[config.mk]
export PLATFORM = sky130hd
export DESIGN_NAME = pid_motor_core
export DESIGN_NICKNAME = d
export VERILOG_FILES = /design/src/rtl/pid_pkg.sv /design/src/rtl/pid_scale.sv /design/src/rtl/pid_integ.sv /design/src/rtl/pid_deriv.sv /design/src/rtl/pid_motor_core.sv
export SDC_FILE = /design/constraint.sdc
export NUM_CORES = 2
export LEC_CHECK = 0
export ABC_AREA = 0
export BUFFER_PORTS_ARGS = -buffer_cell sky130_fd_sc_hd__buf_2
export CORE_ASPECT_RATIO = 0.8
export CORE_MARGIN = 2
export CORE_UTILIZATION = 61
export DETAILED_ROUTE_END_ITERATION = 8
export GPL_TIMING_DRIVEN = 0
export PLACE_DENSITY = 0.78
export RECOVER_POWER = 25
export SLEW_MARGIN = 20
export SYNTH_ARGS = -nofsm -noshare
export SYNTH_HDL_FRONTEND = slang
export SYNTH_SLANG_ARGS = --single-unit
export TNS_END_PERCENT = 10
[constraint.sdc]
create_clock -name clk -period 5 [get_ports clk]
set_input_delay 0.25 -clock clk [delete_from_list [all_inputs] [get_ports clk]]
set_output_delay 0.25 -clock clk [all_outputs]
set_load 0.05 [all_outputs]
[src/rtl/pid_pkg.sv]
package pid_pkg;

  localparam int PID_DW    = 16;
  localparam int PID_EW    = 4;
  localparam int PID_DECIM = 4096;

  // Saturate a wide signed value to a dw-bit signed range.
  function automatic logic signed [63:0] sat_s(input logic signed [63:0] v,
                                               input int unsigned        dw);
    logic signed [63:0] hi;
    logic signed [63:0] lo;
    hi = (64'sd1 <<< (dw - 1)) - 64'sd1;
    lo = -hi - 64'sd1;
    if (v > hi)      sat_s = hi;
    else if (v < lo) sat_s = lo;
    else             sat_s = v;
  endfunction

  // Clamp a wide signed value to [-m, +m], m >= 0.
  function automatic logic signed [63:0] clamp_sym(input logic signed [63:0] v,
                                                   input logic signed [63:0] m);
    if (v > m)       clamp_sym = m;
    else if (v < -m) clamp_sym = -m;
    else             clamp_sym = v;
  endfunction

endpackage

[src/rtl/pid_scale.sv]
module pid_scale #(
  parameter int DW = pid_pkg::PID_DW,
  parameter int EW = pid_pkg::PID_EW
) (
  input  logic signed [DW-1:0] man,
  input  logic        [EW-1:0] shf,
  input  logic signed [DW-1:0] x,
  output logic signed [DW-1:0] y
);
  localparam int PW = 2 * DW;

  logic signed [PW-1:0] prod;
  logic signed [PW-1:0] shd;

  always_comb begin
    prod = PW'(man) * PW'(x);
    shd  = prod >>> shf;
    y    = DW'(pid_pkg::sat_s(64'(shd), DW));
  end
endmodule

[src/rtl/pid_integ.sv]
module pid_integ #(
  parameter int DW = pid_pkg::PID_DW
) (
  input  logic                 clk,
  input  logic                 rst_n,
  input  logic signed [DW-1:0] err,
  input  logic        [DW-2:0] inc_cap,
  input  logic        [DW-2:0] acc_cap,
  output logic signed [DW-1:0] acc_nxt
);
  logic signed [DW-1:0] acc_q;
  logic signed [DW-1:0] acc_d;
  logic signed [63:0]   inc_w;
  logic signed [63:0]   sum_w;

  always_comb begin
    inc_w = pid_pkg::clamp_sym(64'(err), $signed(64'(inc_cap)));
    sum_w = pid_pkg::sat_s(64'(acc_q) + inc_w, DW);
    acc_d = DW'(pid_pkg::clamp_sym(sum_w, $signed(64'(acc_cap))));
  end

  always_ff @(posedge clk or negedge rst_n) begin
    if (!rst_n) acc_q <= '0;
    else        acc_q <= acc_d;
  end

  assign acc_nxt = acc_d;
endmodule

[src/rtl/pid_deriv.sv]
module pid_deriv #(
  parameter int DW = pid_pkg::PID_DW,
  parameter int N  = pid_pkg::PID_DECIM,
  localparam int CW = (N > 1) ? $clog2(N) : 1
) (
  input  logic                 clk,
  input  logic                 rst_n,
  input  logic signed [DW-1:0] err,
  output logic signed [DW-1:0] diff
);
  logic [CW-1:0]        cnt_q;
  logic [CW-1:0]        cnt_d;
  logic signed [DW-1:0] prev_q;
  logic signed [DW-1:0] prev_d;
  logic signed [DW-1:0] diff_q;
  logic signed [DW-1:0] diff_d;
  logic                 wrap;

  always_comb begin
    wrap   = (cnt_q == CW'(N - 1));
    cnt_d  = wrap ? '0 : cnt_q + CW'(1);
    prev_d = wrap ? err : prev_q;
    diff_d = wrap ? DW'(pid_pkg::sat_s(64'(err) - 64'(prev_q), DW)) : diff_q;
  end

  always_ff @(posedge clk or negedge rst_n) begin
    if (!rst_n) begin
      cnt_q  <= '0;
      prev_q <= '0;
      diff_q <= '0;
    end else begin
      cnt_q  <= cnt_d;
      prev_q <= prev_d;
      diff_q <= diff_d;
    end
  end

  assign diff = diff_q;
endmodule

[src/rtl/pid_motor_core.sv]
module pid_motor_core #(
  parameter int DW = pid_pkg::PID_DW,
  parameter int EW = pid_pkg::PID_EW,
  parameter int N  = pid_pkg::PID_DECIM
) (
  input  logic                 clk,
  input  logic                 rst_n,
  input  logic signed [DW-1:0] setpoint,
  input  logic signed [DW-1:0] position,
  input  logic signed [DW-1:0] kp_man,
  input  logic        [EW-1:0] kp_exp,
  input  logic signed [DW-1:0] ki_man,
  input  logic        [EW-1:0] ki_exp,
  input  logic signed [DW-1:0] kd_man,
  input  logic        [EW-1:0] kd_exp,
  input  logic        [DW-2:0] inc_cap,
  input  logic        [DW-2:0] acc_cap,
  output logic signed [DW-1:0] cmd
);
  localparam int NT = 3;

  logic                 rst_meta;
  logic                 rst_sync_n;
  logic signed [DW-1:0] err;
  logic signed [DW-1:0] acc_nxt;
  logic signed [DW-1:0] diff;
  logic signed [DW-1:0] t_man [NT];
  logic        [EW-1:0] t_exp [NT];
  logic signed [DW-1:0] t_in  [NT];
  logic signed [DW-1:0] t_out [NT];
  logic signed [63:0]   sum_w;
  logic signed [DW-1:0] cmd_d;
  logic signed [DW-1:0] cmd_q;

  // asynchronous assert, synchronous release
  always_ff @(posedge clk or negedge rst_n) begin
    if (!rst_n) begin
      rst_meta   <= 1'b0;
      rst_sync_n <= 1'b0;
    end else begin
      rst_meta   <= 1'b1;
      rst_sync_n <= rst_meta;
    end
  end

  always_comb begin
    err = DW'(pid_pkg::sat_s(64'(setpoint) - 64'(position), DW));
  end

  pid_integ #(.DW(DW)) u_integ (
    .clk     (clk),
    .rst_n   (rst_sync_n),
    .err     (err),
    .inc_cap (inc_cap),
    .acc_cap (acc_cap),
    .acc_nxt (acc_nxt)
  );

  pid_deriv #(.DW(DW), .N(N)) u_deriv (
    .clk   (clk),
    .rst_n (rst_sync_n),
    .err   (err),
    .diff  (diff)
  );

  always_comb begin
    t_man[0] = kp_man;  t_exp[0] = kp_exp;  t_in[0] = err;
    t_man[1] = ki_man;  t_exp[1] = ki_exp;  t_in[1] = acc_nxt;
    t_man[2] = kd_man;  t_exp[2] = kd_exp;  t_in[2] = diff;
  end

  for (genvar g = 0; g < NT; g++) begin : g_term
    pid_scale #(.DW(DW), .EW(EW)) u_scale (
      .man (t_man[g]),
      .shf (t_exp[g]),
      .x   (t_in[g]),
      .y   (t_out[g])
    );
  end

  always_comb begin
    sum_w = 64'(t_out[0]) + 64'(t_out[1]) + 64'(t_out[2]);
    cmd_d = DW'(pid_pkg::sat_s(sum_w, DW));
  end

  always_ff @(posedge clk or negedge rst_sync_n) begin
    if (!rst_sync_n) cmd_q <= '0;
    else             cmd_q <= cmd_d;
  end

  assign cmd = cmd_q;
endmodule

==> flow_metrics.env <==
export IMPL_status="finished, violations left"
export IMPL_violations="capacitance limit, slew limit, setup timing"
export IMPL_dr_pass1_iters=7
export IMPL_gp_congestion=0.973
export IMPL_grt_max_degree=47
export IMPL_synth_area_leaders="fa_1 (32%), ha_1 (11%), inv_1 (7.5%)"
export IMPL_grt_usage_pct=38.3
export IMPL_setup_slack_ns=-16.73
export IMPL_cp_top_family="compound AO/OA/AOI/OAI gates"
export IMPL_clock_path_buffers=2
export IMPL_grt_pass1_vias=47400
export IMPL_clk_latency_ns=0.39
export IMPL_cts_sinks=78
export IMPL_synth_async_sr_flop_share_pct=100
export IMPL_ys_seq_area_share_pct=3.93
export IMPL_num_io_pins=140
export IMPL_report_final_setup_viol=48
export IMPL_drc=0
export IMPL_cap_violations=1
export IMPL_synth_seq_cells=78
export IMPL_rsz0062_at_grt="true"
export IMPL_fp_dieH_um=259
export IMPL_rr_worst_depth=73
export IMPL_crit_path_end_kind="flip-flop"
export IMPL_crit_type="primary input to flip-flop"
export IMPL_grt_first_pass_wirelength_um=254000
export IMPL_synth_top_family_by_area="adder cells"
export IMPL_synth_cell_types=104
export IMPL_synth_area_um2=49600
export IMPL_die_area_um2=83700
export IMPL_synthSimpleGateAreaFrac_pct=18.4
export IMPL_seqCellArea_um2=1950
export IMPL_slowest_delay_ns=0.60
export IMPL_nets=7824
export IMPL_vias=47200
export IMPL_worstReg2RegEnd="cmd[14]"
export IMPL_rows=93
export IMPL_tightestPinTransition_ns=1.73
export IMPL_dr_first_iter_drc_count=5032
export IMPL_synth_top_cells_by_count="inv_1 (998), fa_1 (805), nand2_1 (526)"
export IMPL_clk_pin_slew_ns=0.08
export IMPL_hp_class="primary input to asynchronous set/reset pin"
export IMPL_n_fill_cell=6044
export IMPL_cts_buffers=9
export IMPL_synth_compound_area_share_pct=16.3
export IMPL_final_max_slew_violation_count=31
export IMPL_cts_tree="built"
export IMPL_yosys_cell_count_top_type="inv_1"
export IMPL_fin_setup_tns_ns=-381.64
export IMPL_clock_root_buffer="clkbuf_16"
export IMPL_wl_per_cell_um=21.7
export IMPL_antenna_found_initial=12
export IMPL_avgViaCountPerCell=6.25
export IMPL_place_ws_ns=-20.82
export IMPL_fmax_mhz=46.0
export IMPL_place_area_um2=52300
export IMPL_arrival_ns=22.02
export IMPL_synth_nets=7398
export IMPL_crit_buf_inv=22
export IMPL_syn_area_per_cell_um2=8.24
export IMPL_netlist_area_leader_share_pct=32.5
export IMPL_yosys_most_used_dff="dfrtp_1"
export IMPL_fin_skew_ns=0.0115
export IMPL_crit_fanout=10
export IMPL_synth_fa_ha_area_share_pct=43.8
export IMPL_antenna_left=0
export IMPL_stdcell_area_um2=57900
export IMPL_dp_hpwl_um=124000
export IMPL_core_area_um2=80500
export IMPL_slowest_stage="or4b_4"
export IMPL_min_period_ns=21.73
export IMPL_synth_mux_area_fraction_pct=4.18
export IMPL_fin_hold_ws_ns=0.249
export IMPL_multi_input_area_um2=45500
export IMPL_portBuffers=127
export IMPL_syn_to_final_growth_pct=16.7
export IMPL_ys_warn_count=0
export IMPL_overflow=0
export IMPL_cp_start_kind="primary input"
export IMPL_netlist_top_cell_by_area="fa_1"
export IMPL_synth_xor_area_share_pct=3.48
export IMPL_htreeDepth=3
export IMPL_synthCells=6023
export IMPL_reg2reg_slack_ns=-12.56
export IMPL_post_route_period_util_pct=435
export IMPL_relSlewSlack_pct=-15.3
export IMPL_final_hold_viol_count=0
export IMPL_path_common_cell="a21o_1"
export IMPL_postRouteWirelength_um=164000
export IMPL_drive_gt1_share_pct=16.4
export IMPL_die_w_um=323
export IMPL_r2r_start="u_integ.acc_q[15]"
export IMPL_synth_edf_count=0
export IMPL_cp_required_ns=5.29
export IMPL_initial_utilization_pct=61.6
worst max path at each step:
stage                    to  slack [ns]         from  cells after the start
finish              cmd[14]      -16.73  setpoint[0]                    101
CTS                  cmd[9]      -16.06  setpoint[0]                    104
floorplan           cmd[10]      -15.41  setpoint[0]                     98
global placement     cmd[9]      -20.70  setpoint[0]                     94
global route        cmd[14]      -17.35  setpoint[0]                    105
detailed placement   cmd[9]      -20.82  setpoint[0]                    100
sequential cells by signal, summed over array words and instances, names as in the netlist:
name,count
u_integ.acc_q,16
rst_meta,1
u_deriv.cnt_q,12
u_deriv.prev_q,16
u_deriv.diff,16
rst_sync_n,1
cmd,16
layer usage:
layer	vias to the layer above	part of all wire, %	global-route usage (%)
li1	20700	-	-
met1	23000	39	51.6
met2	2845	45	60.5
met3	649	11	8.04
met4	8	5.4	15.3
met5	-	0.034	0
cells by family (layout without fill, tap and decap cells):
family                   after synthesis  after routing
adder cells (fa/ha/maj)             1256           1256
AO/OA/AOI/OAI                       1229           1230
XOR/XNOR                             195            195
other                                  1              7
multiplexers                         181            181
AND/OR/NAND/NOR                     1800           1800
buffers and inverters               1283           1713
flip-flops                            78             78
layout make-up:
type | count | share of cell area, %
multi-input cells | 4663 | 78.6
inverters | 1005 | 6.57
repair buffers | 427 | 5.54
flip-flops and latches | 78 | 3.37
plain buffers | 265 | 3.03
well taps | 1092 | 2.36
clock buffers | 9 | 0.389
clock inverters | 7 | 0.106
diodes | 6 | 0.0259
placed cells by master (no fill, tap or decap), drive strengths merged, types with 18 or more instances in the layout:
| cell | instances |
|---|---|
| ha | 446 |
| mux2i | 118 |
| mux2 | 48 |
| nand3 | 86 |
| nand2 | 526 |
| dfrtp | 78 |
| nand4 | 54 |
| fa | 805 |
| buf | 486 |
| o21ai | 280 |
| xnor2 | 135 |
| a211oi | 62 |
| o21a | 57 |
| nor2b | 63 |
| nor4 | 33 |
| inv | 1005 |
| o22ai | 32 |
| nand2b | 45 |
| or2 | 39 |
| and3 | 46 |
| a21o | 135 |
| a21oi | 330 |
| or3 | 39 |
| nor3 | 96 |
| o211ai | 43 |
| o21bai | 22 |
| and2 | 435 |
| xor2 | 59 |
| clkbuf | 214 |
| a22oi | 18 |
| a31oi | 37 |
| nor2 | 292 |
metrics by stage:
| stage | util (%) | instances |
|---|---|---|
| 5_1_grt | 71.9 | 7548 |
| 4_1_cts | 70.1 | 7469 |
| 6_report | 71.9 | 7552 |
| 3_5_place_dp | 65.0 | 7245 |
| 2_1_floorplan | - | 6023 |
| 3_3_place_gp | 64.9 | 7242 |
timing repair:
item / in CTS / in global routing
setup endpoints to repair: 48 / 48
cloned: 12 / 2
hold buffers: 1 / 0
buffers inserted: 203 / 81
pin swaps: 179 / 132
gates resized for setup: 452 / 201
hold endpoints to repair: 2 / 0
Power is not shown: default switching activity piles up to over one toggle a cycle in this logic, so the estimate is an artifact.
